[src/rtl/ext_irq_pkg.sv]
// Package: shared types and MSR bit positions (LSB-0) for the interrupt entry block.
// Assumes a 32-bit machine state register.
package ext_irq_pkg;
    typedef enum logic [1:0] {
        PH_IDLE  = 2'd0,
        PH_HALT  = 2'd1,
        PH_DRAIN = 2'd2
    } phase_e;

    localparam int MSR_W    = 32;
    localparam int HALF_W   = MSR_W / 2;
    localparam int B_LE     = 0;
    localparam int B_RI     = 1;
    localparam int B_DR     = 4;
    localparam int B_IR     = 5;
    localparam int B_IP     = 6;
    localparam int B_FE1    = 8;
    localparam int B_BE     = 9;
    localparam int B_SE     = 10;
    localparam int B_FE0    = 11;
    localparam int B_ME     = 12;
    localparam int B_FP     = 13;
    localparam int B_PR     = 14;
    localparam int B_EE     = 15;
    localparam int B_ILE    = 16;
    localparam int B_TGPR   = 17;
    localparam int B_POW    = 18;
endpackage

[src/rtl/irq_halt_ctrl.sv]
// Module: recognises the qualified interrupt and walks the halt sequence:
// wait for the oldest instruction, block later completions, wait for the
// store queue, then fire a one-cycle entry strobe.
// Assumes at most one completion per cycle; any other exception aborts.
module irq_halt_ctrl
    import ext_irq_pkg::*;
(
    input  logic clk,
    input  logic rst_n,
    input  logic irq_req,
    input  logic irq_enable,
    input  logic other_exc,
    input  logic insn_pending,
    input  logic insn_done,
    input  logic sq_empty,
    output logic block_complete,
    output logic enter
);
    phase_e ph_q;
    phase_e ph_d;
    logic   qual;
    logic   oldest_clear;

    // Request is live only with enable set and nothing of higher priority.
    assign qual         = irq_req & irq_enable & ~other_exc;
    assign oldest_clear = insn_done | ~insn_pending;

    // Next-phase and entry decision.
    always_comb begin
        ph_d  = ph_q;
        enter = 1'b0;
        unique case (ph_q)
            PH_IDLE: begin
                if (qual) ph_d = PH_HALT;
            end
            PH_HALT: begin
                if (!qual)             ph_d = PH_IDLE;
                else if (oldest_clear) ph_d = PH_DRAIN;
            end
            PH_DRAIN: begin
                if (!qual) begin
                    ph_d = PH_IDLE;
                end else if (sq_empty) begin
                    enter = 1'b1;
                    ph_d  = PH_IDLE;
                end
            end
            default: ph_d = PH_IDLE;
        endcase
    end

    // Phase register with synchronous reset.
    always_ff @(posedge clk) begin
        if (!rst_n) ph_q <= PH_IDLE;
        else        ph_q <= ph_d;
    end

    assign block_complete = (ph_q == PH_DRAIN);


    no_live_req_chk: assert property (@(posedge clk) disable iff (!rst_n)
        (!irq_req || !irq_enable) |=> (!block_complete && !enter));


    other_exc_abort_chk: assert property (@(posedge clk) disable iff (!rst_n)
        other_exc |=> !block_complete);


    block_after_oldest_chk: assert property (@(posedge clk) disable iff (!rst_n)
        $rose(block_complete) |-> $past(insn_done || !insn_pending));


    drain_hold_chk: assert property (@(posedge clk) disable iff (!rst_n)
        (block_complete && !sq_empty && irq_req && irq_enable && !other_exc)
        |=> block_complete);
endmodule

[src/rtl/irq_entry_image.sv]
// Module: computes the register images written at entry: the new MSR,
// the SRR1 image and the vector address. Pure combinational.
// Assumes the IP bit of the current MSR selects the vector base.
module irq_entry_image
    import ext_irq_pkg::*;
#(
    parameter int               ADDR_W     = 32,
    parameter logic [ADDR_W-1:0] VEC_OFFSET = 'h500,
    parameter logic [ADDR_W-1:0] HIGH_BASE  = 'hFFF0_0000
) (
    input  logic [MSR_W-1:0]  msr_cur,
    output logic [MSR_W-1:0]  msr_entry,
    output logic [MSR_W-1:0]  srr1_entry,
    output logic [ADDR_W-1:0] vector
);
    localparam logic [MSR_W-1:0] KEEP_MASK =
        (MSR_W'(1) << B_ILE) | (MSR_W'(1) << B_IP) | (MSR_W'(1) << B_ME);

    // New MSR: keep ILE, IP, ME; LE follows ILE; everything else cleared.
    always_comb begin
        msr_entry       = msr_cur & KEEP_MASK;
        msr_entry[B_LE] = msr_cur[B_ILE];
    end

    // SRR1: upper half cleared, lower half copied bit by bit.
    for (genvar g = 0; g < MSR_W; g++) begin : g_srr1
        if (g < HALF_W) begin : g_copy
            assign srr1_entry[g] = msr_cur[g];
        end else begin : g_zero
            assign srr1_entry[g] = 1'b0;
        end
    end

    // Vector base chosen by IP.
    assign vector = (msr_cur[B_IP] ? HIGH_BASE : '0) | VEC_OFFSET;
endmodule

[src/rtl/irq_arch_regs.sv]
// Module: holds MSR, SRR0, SRR1 and the registered fetch redirect.
// Entry has priority over a core MSR write in the same cycle.
module irq_arch_regs
    import ext_irq_pkg::*;
#(
    parameter int               ADDR_W    = 32,
    parameter logic [MSR_W-1:0] MSR_RESET = '0
) (
    input  logic              clk,
    input  logic              rst_n,
    input  logic              enter,
    input  logic [ADDR_W-1:0] next_pc,
    input  logic              msr_wr_en,
    input  logic [MSR_W-1:0]  msr_wr_data,
    input  logic [MSR_W-1:0]  msr_entry,
    input  logic [MSR_W-1:0]  srr1_entry,
    input  logic [ADDR_W-1:0] vector,
    output logic [MSR_W-1:0]  msr,
    output logic [ADDR_W-1:0] srr0,
    output logic [MSR_W-1:0]  srr1,
    output logic              redirect_valid,
    output logic [ADDR_W-1:0] redirect_addr
);
    // MSR: reset value, entry image, or core write.
    always_ff @(posedge clk) begin
        if (!rst_n)         msr <= MSR_RESET;
        else if (enter)     msr <= msr_entry;
        else if (msr_wr_en) msr <= msr_wr_data;
    end

    // Save/restore registers load only at entry.
    always_ff @(posedge clk) begin
        if (!rst_n) begin
            srr0 <= '0;
            srr1 <= '0;
        end else if (enter) begin
            srr0 <= next_pc;
            srr1 <= srr1_entry;
        end
    end

    // One-cycle redirect strobe with its target.
    always_ff @(posedge clk) begin
        if (!rst_n) begin
            redirect_valid <= 1'b0;
            redirect_addr  <= '0;
        end else begin
            redirect_valid <= enter;
            if (enter) redirect_addr <= vector;
        end
    end


    srr0_load_chk: assert property (@(posedge clk) disable iff (!rst_n)
        enter |=> (srr0 == $past(next_pc)));


    srr1_image_chk: assert property (@(posedge clk) disable iff (!rst_n)
        enter |=> (srr1[MSR_W-1:HALF_W] == '0 && srr1[HALF_W-1:0] == $past(msr[HALF_W-1:0])));


    msr_entry_chk: assert property (@(posedge clk) disable iff (!rst_n)
        enter |=> (!msr[B_EE] && !msr[B_PR] && msr[B_LE] == $past(msr[B_ILE])
                   && msr[B_ME] == $past(msr[B_ME])));


    redirect_pulse_chk: assert property (@(posedge clk) disable iff (!rst_n)
        redirect_valid |=> !redirect_valid);


    msr_write_chk: assert property (@(posedge clk) disable iff (!rst_n)
        (msr_wr_en && !enter) |=> (msr == $past(msr_wr_data)));
endmodule

[src/rtl/ext_irq_entry.sv]
// Module: top of the external interrupt entry block. Wires the halt
// sequencer, the entry image logic and the architectural registers.
// Assumes the core honours block_complete in the same cycle it is seen.
module ext_irq_entry
    import ext_irq_pkg::*;
#(
    parameter int               ADDR_W     = 32,
    parameter logic [ADDR_W-1:0] VEC_OFFSET = 'h500,
    parameter logic [ADDR_W-1:0] HIGH_BASE  = 'hFFF0_0000,
    parameter logic [31:0]       MSR_RESET  = 32'h0000_0040
) (
    input  logic              clk,
    input  logic              rst_n,
    input  logic              irq_req,
    input  logic              other_exc,
    input  logic              insn_pending,
    input  logic              insn_done,
    input  logic              sq_empty,
    input  logic [ADDR_W-1:0] next_pc,
    input  logic              msr_wr_en,
    input  logic [31:0]       msr_wr_data,
    output logic              block_complete,
    output logic              redirect_valid,
    output logic [ADDR_W-1:0] redirect_addr,
    output logic [31:0]       msr,
    output logic [ADDR_W-1:0] srr0,
    output logic [31:0]       srr1
);
    logic              enter;
    logic [MSR_W-1:0]  msr_entry;
    logic [MSR_W-1:0]  srr1_entry;
    logic [ADDR_W-1:0] vector;

    irq_halt_ctrl u_ctrl (
        .clk            (clk),
        .rst_n          (rst_n),
        .irq_req        (irq_req),
        .irq_enable     (msr[B_EE]),
        .other_exc      (other_exc),
        .insn_pending   (insn_pending),
        .insn_done      (insn_done),
        .sq_empty       (sq_empty),
        .block_complete (block_complete),
        .enter          (enter)
    );

    irq_entry_image #(
        .ADDR_W     (ADDR_W),
        .VEC_OFFSET (VEC_OFFSET),
        .HIGH_BASE  (HIGH_BASE)
    ) u_image (
        .msr_cur    (msr),
        .msr_entry  (msr_entry),
        .srr1_entry (srr1_entry),
        .vector     (vector)
    );

    irq_arch_regs #(
        .ADDR_W    (ADDR_W),
        .MSR_RESET (MSR_RESET)
    ) u_regs (
        .clk            (clk),
        .rst_n          (rst_n),
        .enter          (enter),
        .next_pc        (next_pc),
        .msr_wr_en      (msr_wr_en),
        .msr_wr_data    (msr_wr_data),
        .msr_entry      (msr_entry),
        .srr1_entry     (srr1_entry),
        .vector         (vector),
        .msr            (msr),
        .srr0           (srr0),
        .srr1           (srr1),
        .redirect_valid (redirect_valid),
        .redirect_addr  (redirect_addr)
    );


    redirect_follows_entry_chk: assert property (@(posedge clk) disable iff (!rst_n)
        enter |=> (redirect_valid && redirect_addr[11:0] == VEC_OFFSET[11:0]));
endmodule

[config.mk]
export PLATFORM = sky130hd
export DESIGN_NAME = ext_irq_entry
export DESIGN_NICKNAME = d
export VERILOG_FILES = /design/src/rtl/ext_irq_pkg.sv /design/src/rtl/irq_halt_ctrl.sv /design/src/rtl/irq_entry_image.sv /design/src/rtl/irq_arch_regs.sv /design/src/rtl/ext_irq_entry.sv
export SDC_FILE = /design/constraint.sdc
export NUM_CORES = 1
export LEC_CHECK = 0
export BUFFER_PORTS_ARGS = -buffer_cell sky130_fd_sc_hd__buf_4
export CAP_MARGIN = 0
export CORE_MARGIN = 2
export CORE_UTILIZATION = 40
export DETAILED_ROUTE_END_ITERATION = 7
export PLACE_DENSITY = 0.8
export SLEW_MARGIN = 30
export SYNTH_ARGS = -nofsm -noshare
export SYNTH_HDL_FRONTEND = slang
export SYNTH_SLANG_ARGS = --single-unit
[constraint.sdc]
create_clock -name clk -period 1.9 [get_ports clk]
set_input_delay 0.19 -clock clk [delete_from_list [all_inputs] [get_ports clk]]
set_output_delay 0.19 -clock clk [all_outputs]
set_load 0.01 [all_outputs]
==> results of run 1 <==
-- synth_stat cells --
library cell / number
dfxtp_1: 84
buf_4: 54
o21ai_0: 48
nand3_1: 47
mux2i_1: 31
nor2_1: 31
a21boi_0: 28
a21boi_1: 19
clkbuf_1: 14
buf_2: 11
nand2_1: 5
buf_6: 3
and3b_1: 2
inv_1: 2
nand3b_2: 2
o211ai_1: 2
o21a_1: 2
a211oi_1: 1
a21boi_2: 1
a31oi_1: 1
and3_1: 1
conb_1: 1
nand2b_1: 1
nor3b_1: 1
o21ai_4: 1
o311a_1: 1
-- power by group through the flow --
stage | sequential (µW) | clock [µW] | combinational (µW)
2_1_floorplan | 1880 | 0 | 210
3_3_place_gp | 1870 | 0 | 370
3_5_place_dp | 1870 | 0 | 378
4_1_cts | 1830 | 1480 | 378
5_1_grt | 1830 | 1550 | 407
6_report | 1830 | 1430 | 375
-- worst paths after layout --
check | startpoint | end | slack (ns) | depth (start not counted)
setup / recovery | u_ctrl.ph_q[1] | u_regs.srr1[5] | 0.35 | 4
hold / removal | msr_wr_data[7] | u_regs.msr[7] | 0.07 | 3
setup reg to reg | u_ctrl.ph_q[1] | u_regs.srr1[5] | 0.35 | 4
hold reg to reg | u_regs.srr1[15] | u_regs.srr1[15] | 0.47 | 1
-- tightest hold or removal path: stages --
cell and delay (ns):
buf_4 0.07, mux2i_1 0.05, nor2_1 0.07
-- final cells by class --
cell class / count / area [µm²]
timing repair buffer: 177 / 1354
clock inverter: 7 / 106.4
sequential: 84 / 1682
fill: 807 / 3852
clock buffer: 9 / 123.9
inverter: 2 / 7.507
tap: 108 / 135.1
multi-input combinational: 259 / 1545
-- placed cells by master, fill, tap and decap left out, types with 2 or more instances in the layout --
master / n
nor2_1: 31
conb_1: 34
nand2_1: 5
inv_1: 2
buf_4: 175
nand3_1: 47
clkbuf_8: 9
a21boi_0: 28
bufinv_16: 2
a21boi_1: 19
o21ai_0: 48
dfxtp_1: 84
inv_6: 2
mux2i_1: 31
o211ai_1: 2
clkinv_4: 2
and3b_2: 2
buf_12: 2
nand3b_2: 2
o21a_1: 2
-- sequential cells by signal, indices dropped and copies added (netlist names) --
name                   count
u_regs.msr                32
u_regs.srr0               32
u_regs.srr1               16
u_ctrl.ph_q                2
u_regs.redirect_addr       1
u_regs.redirect_valid      1
-- per-stage QoR --
step / total power, µW / hold WS, ns
2_1_floorplan: 2093 / 0.3321
3_3_place_gp: 2238 / 0.4224
3_5_place_dp: 2248 / 0.4313
4_1_cts: 3690 / 0.04634
5_1_grt: 3789 / 0.05713
6_report: 3633 / 0.06749
-- cell families after synthesis --
logic type             synth area share
AND/OR/NAND/NOR                  0.1178
multiplexers                    0.08490
flip-flops                       0.4601
other                          0.001026
buffers and inverters            0.1517
AO/OA/AOI/OAI                    0.1845
-- layer usage --
metal / GRT usage / vias up / part of all wire
met5: 0 / - / 0
met4: 0.03793 / 0 / 0.0080
met3: 0.06535 / 7 / 0.077
met2: 0.3181 / 122 / 0.51
met1: 0.1990 / 1468 / 0.40
li1: - / 1545 / -
==> flow_summary.json, run 1 <==
{
  "worst_slew_pin_slew_ns": 0.5550,
  "first_iter_violations": 163,
  "p_leak_uw": 0.002257,
  "start_util": 0.4150,
  "grtUsageTotal": 0.1765,
  "p_clk_frac": 0.393,
  "crit_family": "simple AND/OR/NAND/NOR gates",
  "placementRows": 34,
  "syn_inst": 394,
  "place_ws_ns": 0.3465,
  "dp.cells": 630,
  "root_buffer": "clkbuf_8",
  "post_cts_buffers": 0,
  "postSynthAreaPerCell_um2": 9.276,
  "crit_path_start_kind": "register",
  "yosysWarnings": 0,
  "max_freq_mhz": 644.6,
  "cp.required_ns": 2.18,
  "path_clk_slew_ns": 0.09,
  "yosys-top-cells-area": "dfxtp_1 (46%), buf_4 (11%), mux2i_1 (8.5%)",
  "num_io_pins": 202,
  "cts_made_buffers": 9,
  "postLayoutCoreUtil": 0.5625,
  "antenna_found_initial": 0,
  "setup_viol": 0,
  "fin_ws_ns": 0.3487,
  "clockBufferDepth": 2,
  "grt_pass1_wl_um": 14080,
  "hpwl_um": 6702,
  "p_comb_frac": 0.103,
  "period_share": 0.8164,
  "cpPeakStageDelay_ns": 0.58,
  "wl_um": 9101,
  "seq_power_share": 0.503,
  "grt_overflow": 0,
  "wl_per_cell_um": 14.09,
  "die_h_um": 99.59,
  "grt_max_degree": 34,
  "clk_latency_ns": 0.35,
  "cts_resized": 0,
  "ys_ff_latch": 84,
  "worst-setup-path-type": "reg2reg",
  "end_kind": "register",
  "status": "finished, final reports clean",
  "netlist_area_um2": 3655,
  "drtPass1Iterations": 5,
  "synth_top_cell_by_area": "dfxtp_1",
  "finalSetupTns_ns": 0,
  "drv_cap": 0,
  "max_slew_margin": 0.6300,
  "stdcell_count": 646,
  "arrival_ns": 1.83,
  "path_max_fanout": 27,
  "diodes": 0,
  "min_period_ns": 1.551,
  "slew_viol_final": 0,
  "p_int_uw": 2767,
  "grt_pass1_vias": 2945,
  "cts_max_level": 3,
  "drc": 0,
  "cts_tree": "built",
  "cp_num_buf_inv": 1,
  "grt_setup_unrepaired": "false",
  "coreArea_um2": 8806,
  "vias": 3142,
  "hold_buffers": 0,
  "power.density_nw_per_um2": 733.5,
  "placed_area_um2": 4723,
  "post-route-cell-area_um2": 4954,
  "peakVddDrop_mv": 0.4078,
  "drtAntennaViolNets": 0,
  "ys_seq_area_frac": 0.4601,
  "hold_viol_final": 0,
  "hp-class": "in2reg",
  "gp_congestion": 0.8040,
  "viasPerCell": 4.864,
  "switchingPower_uw": 866.1,
  "ys_types": 26,
  "drive_gt1_frac": 0.3699,
  "die_w_um": 99.59,
  "final_nets": 605,
  "skew_ns": 0.01149,
  "clock-sinks": 84,
  "worst_path_max_delay_cell": "and3b_2",
  "die_area_um2": 9917,
  "switching_share": 0.2384,
  "synth.top_cell.area_share": 0.4601,
  "path_cells": "and3b_2, buf_12, nand3_1, a21boi_0",
  "port_buffers": 167,
  "area_delta_synth_final_pct": 35.54
}
Note: power is estimated with default switching activity, not from simulation.
==> run 2: changes to the inputs <==
Settings changed: ABC_AREA set to 1, CORE_UTILIZATION 40 to 39, PLACE_DENSITY 0.8 to 0.83.
Clock period 1.9 ns to 1.35 ns, I/O delays scaled along.
==> run 2 against run 1 <==
Critical path depth up 5; via count up 5.7%; clock skew about the same; synthesized cell count up 11%; non-clock buffer count up 34; register-to-register slack worse by 0.28 ns; count of clock-buffer cells in the layout unchanged.
==> flow_summary.json, run 2 <==
{
  "drtAntennaViolNets": 0,
  "grt_max_degree": 36,
  "seq_area_um2": 1684,
  "finalSetupTns_ns": 0,
  "post_cts_buffers": 0,
  "min_period_ns": 1.282,
  "synth_xor_area_frac": 0,
  "p_comb_frac": 0.135,
  "antenna_found_initial": 0,
  "grt_setup_unrepaired": "false",
  "hp-class": "in2reg",
  "synth_top_family_by_area": "simple AND/OR/NAND/NOR gates",
  "power.density_nw_per_um2": 953.2,
  "final_cell_mix": "buf_4 (176), nand2_1 (105), dfxtp_1 (82)",
  "slew_viol_final": 0,
  "drc": 0,
  "synth_fa_ha_area_frac": 0,
  "cts_max_level": 3,
  "p_int_uw": 3556,
  "cp_num_buf_inv": 4,
  "postSynthAreaPerCell_um2": 7.834,
  "hpwl_um": 6334,
  "cp.required_ns": 1.63,
  "path_clk_slew_ns": 0.09,
  "netlist_area_um2": 3416,
  "drv_cap": 0,
  "die_h_um": 97.59,
  "path_cells": "inv_1, nand2_2, nor2_2, buf_4, nand3_2, clkinv_2, clkbuf_16, nand2_2, nand2_1",
  "synth_edf_count": 0,
  "ys_types": 22,
  "skew_ns": 0.01144,
  "drive_gt1_frac": 0.3440,
  "fill_cells": 745,
  "switching_share": 0.2622,
  "dp.cells": 684,
  "synth-simple-area-share": 0.2623,
  "viasPerCell": 4.532,
  "multi_input_area_um2": 1261,
  "synthTopCellsByCount": "nand2_1 (106), dfxtp_1 (84), nand3_1 (51)",
  "wl_per_cell_um": 12.59,
  "ys.flop_type": "dfxtp_1",
  "vias": 3322,
  "post-synth-top-count-cell": "nand2_1",
  "synth.top_cell.area_share": 0.4923,
  "ys_seq_area_frac": 0.4923,
  "final_common_cell": "buf_4",
  "arrival_ns": 1.57,
  "cpPeakStageDelay_ns": 0.32,
  "coreArea_um2": 8593,
  "start_util": 0.3975,
  "synth_top_cell_by_area": "dfxtp_1",
  "drtPass1Iterations": 4,
  "end_kind": "register",
  "min_path_cells": 3,
  "worst-setup-path-type": "reg2reg",
  "die_area_um2": 9523,
  "wl_um": 9228,
  "grt_pass1_wl_um": 14300,
  "largestRegisters": "u_regs.msr: 32 flops, u_regs.srr0: 32 flops, u_regs.srr1: 16 flops",
  "gp_congestion": 0.8531,
  "grt_overflow": 0,
  "period_share": 0.9493,
  "max_freq_mhz": 780.3,
  "switchingPower_uw": 1264,
  "yosys-top-cells-area": "dfxtp_1 (49%), nand2_1 (12%), buf_4 (11%)",
  "final_nets": 692,
  "synthArstFlopShare": 0,
  "crit_path_frequent_cell": "nand2_2",
  "yosysWarnings": 0,
  "crit_path_start_kind": "register",
  "synth_compound_gate_area_share": 0.06886,
  "first_iter_violations": 96,
  "cts_tree": "built",
  "worst_path_max_delay_cell": "dfxtp_1",
  "cts_made_buffers": 9,
  "p_leak_uw": 0.002564,
  "area_delta_synth_final_pct": 48.06,
  "p_clk_frac": 0.330,
  "placementRows": 34,
  "clockBufferDepth": 2,
  "seq_power_share": 0.535,
  "diodes": 0,
  "die_w_um": 97.59,
  "peakVddDrop_mv": 0.5522,
  "status": "finished, final reports clean",
  "stdcell_count": 733,
  "setup_viol": 0,
  "clk_latency_ns": 0.34,
  "num_io_pins": 202,
  "clock-sinks": 84,
  "grt_pass1_vias": 3120,
  "grtUsageTotal": 0.1828,
  "crit_cells": 9,
  "ys_ff_latch": 84,
  "reg2reg_depth": 9,
  "hold_viol_final": 0,
  "port_buffers": 167,
  "root_buffer": "clkbuf_8",
  "crit_family": "buffers and inverters",
  "muxShareOfSynthArea": 0,
  "syn_inst": 436,
  "path_max_fanout": 17
}
run 2: cell count changes after synthesis, sizes merged, moves of 5 or more:
cell,delta
mux2i,-31
nand3,+5
clkbuf,-8
nand2,+113
a21boi,-48
a21oi,+30
o21ai,-32
inv,+22
nor2,+5
run 2: power groups by stage:
stage               combinational, µW  sequential (µW)  clock (µW)
finish                            650             2580        1590
global route                      713             2590        1740
CTS                               642             2580        1650
detailed placement                566             2640           0
global placement                  554             2630           0
floorplan                         314             2660           0
run 2: final cells by class:
type                    count  area share
repair buffers            211      0.3375
inverters                  25     0.01880
flip-flops and latches     84      0.3330
well taps                 108     0.02672
clock buffers               9     0.02449
multi-input cells         289      0.2494
clock inverters             7     0.01014
run 2: path summary, 6_finish.rpt:
path              startpoint               to  slack (ns)
min          msr_wr_data[14]   u_regs.msr[14]        0.03
max           u_ctrl.ph_q[0]  u_regs.srr0[10]        0.07
min reg2reg  u_regs.srr1[15]  u_regs.srr1[15]        0.45
max reg2reg   u_ctrl.ph_q[0]  u_regs.srr0[10]        0.07
run 2: metal layers:
layer / global-route usage / wire length (µm)
met2: 0.3284 / 4701
met3: 0.05036 / 694
met5: 0 / 0
met1: 0.2030 / 3678
met4: 0.07372 / 154
run 2: timing repair:
action,4_1_cts,5_1_grt
setup endpoints to repair,0,58
hold buffers,32,0
hold endpoints to repair,32,0
resized for setup,0,5
run 2: kinds of logic after synthesis:
family / count (synthesis)
and+or+nand+nor: 208
buffers and inverters: 96
DFF: 84
AOI/OAI and AO/OA: 47
other: 1
run 2: metrics by stage:
step / hold slack, ns / area, µm² / setup WS [ns] / utilization / power (µW)
after floorplan: 0.2324 / 3540 / 0.1876 / - / 2970
after global placement: 0.3228 / 4532 / 0.1251 / 0.5274 / 3188
after detailed placement: 0.3290 / 4532 / 0.05792 / 0.5274 / 3204
after CTS: 0.005124 / 5027 / 0.04643 / 0.5850 / 4874
after global routing: 0.01264 / 5057 / 0.01471 / 0.5885 / 5038
final: 0.02958 / 5057 / 0.06846 / 0.5885 / 4821
run 2: worst reg2reg max path, delay by kind of cell (launching register included):
| kind | cells | cell delay [ns] |
|---|---|---|
| flip-flops | 1 | 0.32 |
| buffers and inverters | 4 | 0.52 |
| AND/OR/NAND/NOR | 5 | 0.40 |
==> run 3: changes to the inputs <==
Settings changed: CORE_MARGIN 2 to 8, PLACE_DENSITY 0.83 to unset, PLACE_DENSITY_LB_ADDON set to 0.2.
==> run 3 against run 2 <==
Register-to-register slack hardly changed; clock skew down 0.0030 ns; total power increased by 8.2%; clock power increased by 25%; die area rose by 26%; flip-flop and latch count unchanged; largest cell class unchanged; sequential power barely moved; cell count unchanged.
==> flow_summary.json, run 3 (synthesis gave the netlist of run 2 again) <==
{
  "worst_path_max_delay_cell": "dfxtp_1",
  "placementRows": 34,
  "final_cell_mix": "buf_4 (172), nand2_1 (105), dfxtp_1 (83)",
  "grt_overflow": 0,
  "slew_viol_final": 0,
  "first_iter_violations": 109,
  "switchingPower_uw": 1230,
  "p_int_uw": 3986,
  "worst-setup-path-type": "reg2reg",
  "vias": 3265,
  "skew_ns": 0.008458,
  "num_io_pins": 202,
  "dp.cells": 682,
  "path_clk_slew_ns": 0.09,
  "cts_made_buffers": 9,
  "die_area_um2": 12010,
  "final_nets": 692,
  "min_path_cells": 3,
  "p_clk_frac": 0.379,
  "peakVddDrop_mv": 0.6665,
  "wl_um": 10240,
  "die_w_um": 109.6,
  "grt_pass1_wl_um": 15030,
  "cts_max_level": 3,
  "crit_path_frequent_cell": "nand2_1",
  "area_delta_synth_final_pct": 50.48,
  "p_comb_frac": 0.127,
  "hold_viol_final": 0,
  "cpPeakStageDelay_ns": 0.36,
  "finalSetupTns_ns": 0,
  "clock-sinks": 84,
  "viasPerCell": 4.454,
  "power.density_nw_per_um2": 1015,
  "start_util": 0.3975,
  "drv_cap": 0,
  "setup_viol": 0,
  "p_leak_uw": 0.002610,
  "clk_latency_ns": 0.34,
  "min_period_ns": 1.275,
  "grtUsageTotal": 0.1554,
  "port_buffers": 167,
  "die_h_um": 109.6,
  "grt_setup_unrepaired": "true",
  "grt_pass1_vias": 3172,
  "drtPass1Iterations": 4,
  "gp_congestion": 0.8230,
  "stdcell_count": 733,
  "hpwl_um": 7404,
  "largestRegisters": "u_regs.msr: 32 flops, u_regs.srr0: 32 flops, u_regs.srr1: 16 flops",
  "wl_per_cell_um": 13.96,
  "clockBufferDepth": 2,
  "period_share": 0.9446,
  "cp.required_ns": 1.63,
  "crit_path_start_kind": "register",
  "grt_max_degree": 38,
  "switching_share": 0.2358,
  "hp-class": "in2reg",
  "final_common_cell": "buf_4",
  "max_freq_mhz": 784.2,
  "root_buffer": "clkbuf_8",
  "status": "finished, final reports clean",
  "path_max_fanout": 17,
  "cts_tree": "built",
  "end_kind": "register",
  "reg2reg_depth": 7,
  "arrival_ns": 1.55,
  "drtAntennaViolNets": 0,
  "postLayoutCoreUtil": 0.5981,
  "drc": 0,
  "drive_gt1_frac": 0.3392,
  "seq_power_share": 0.494,
  "antenna_found_initial": 0,
  "diodes": 0,
  "path_cells": "nand2_1, nor2_4, nand3_2, clkinv_2, clkbuf_16, nand2_1, nand2_1",
  "coreArea_um2": 8593
}
## run 3: metrics by stage
stage | power, µW | setup slack, ns | cell area (µm²) | hold slack (ns)
finish | 5216 | 0.07480 | 5140 | 0.03438
global route | 5463 | -0.01975 | 5140 | 0.02157
CTS | 5273 | 0.002362 | 5086 | 0.01767
detailed placement | 3212 | 0.02315 | 4529 | 0.3265
global placement | 3203 | 0.08876 | 4529 | 0.3241
floorplan | 2970 | 0.1876 | 3540 | 0.2324
## run 3: power groups by stage
stage                     combinational [µW]  sequential [µW]  clock (µW)
final                                    663             2580        1980
after global routing                     733             2590        2140
after CTS                                657             2580        2040
after detailed placement                 577             2630           0
after global placement                   571             2630           0
after floorplan                          314             2660           0
## run 3: final timing paths
| check | start | endpoint | slack, ns |
|---|---|---|---|
| worst max register to register | u_regs.msr[15] | u_regs.srr1[6] | 0.07 |
| worst min register to register | u_regs.srr1[15] | u_regs.srr1[15] | 0.46 |
| worst max-delay path | u_regs.msr[15] | u_regs.srr1[6] | 0.07 |
| worst min-delay path | msr_wr_data[10] | u_regs.msr[10] | 0.03 |
## run 3: timing repair
action                                 CTS  global route
setup buffers                            0             1
setup endpoints to repair                0            70
hold buffers                            33             0
gates resized for setup                  0             8
endpoints found under the hold margin   33             0
## run 3: layer usage
metal  global-route usage  wire [µm]  up-vias
met1               0.1764       3992     1449
met4              0.05593        157        0
met2               0.2532       4767      143
met3              0.06917       1318       14
li1                     -          -     1659
met5                    0          0        -
## run 3: area by class of cell
| cell class | count | area (µm²) |
|---|---|---|
| fill | 786 | 3453 |
| tap | 108 | 135.1 |
| inverter | 25 | 95.09 |
| sequential | 84 | 1683 |
| timing repair buffer | 211 | 1729 |
| clock inverter | 5 | 85.08 |
| clock buffer | 11 | 141.4 |
| multi-input combinational | 289 | 1271 |
## run 3: worst max-delay path, delay by kind of cell, from the launching register on
| family | cells | cell delay (ns) |
|---|---|---|
| and+or+nand+nor | 5 | 0.56 |
| DFF | 1 | 0.36 |
| buffers and inverters | 2 | 0.30 |
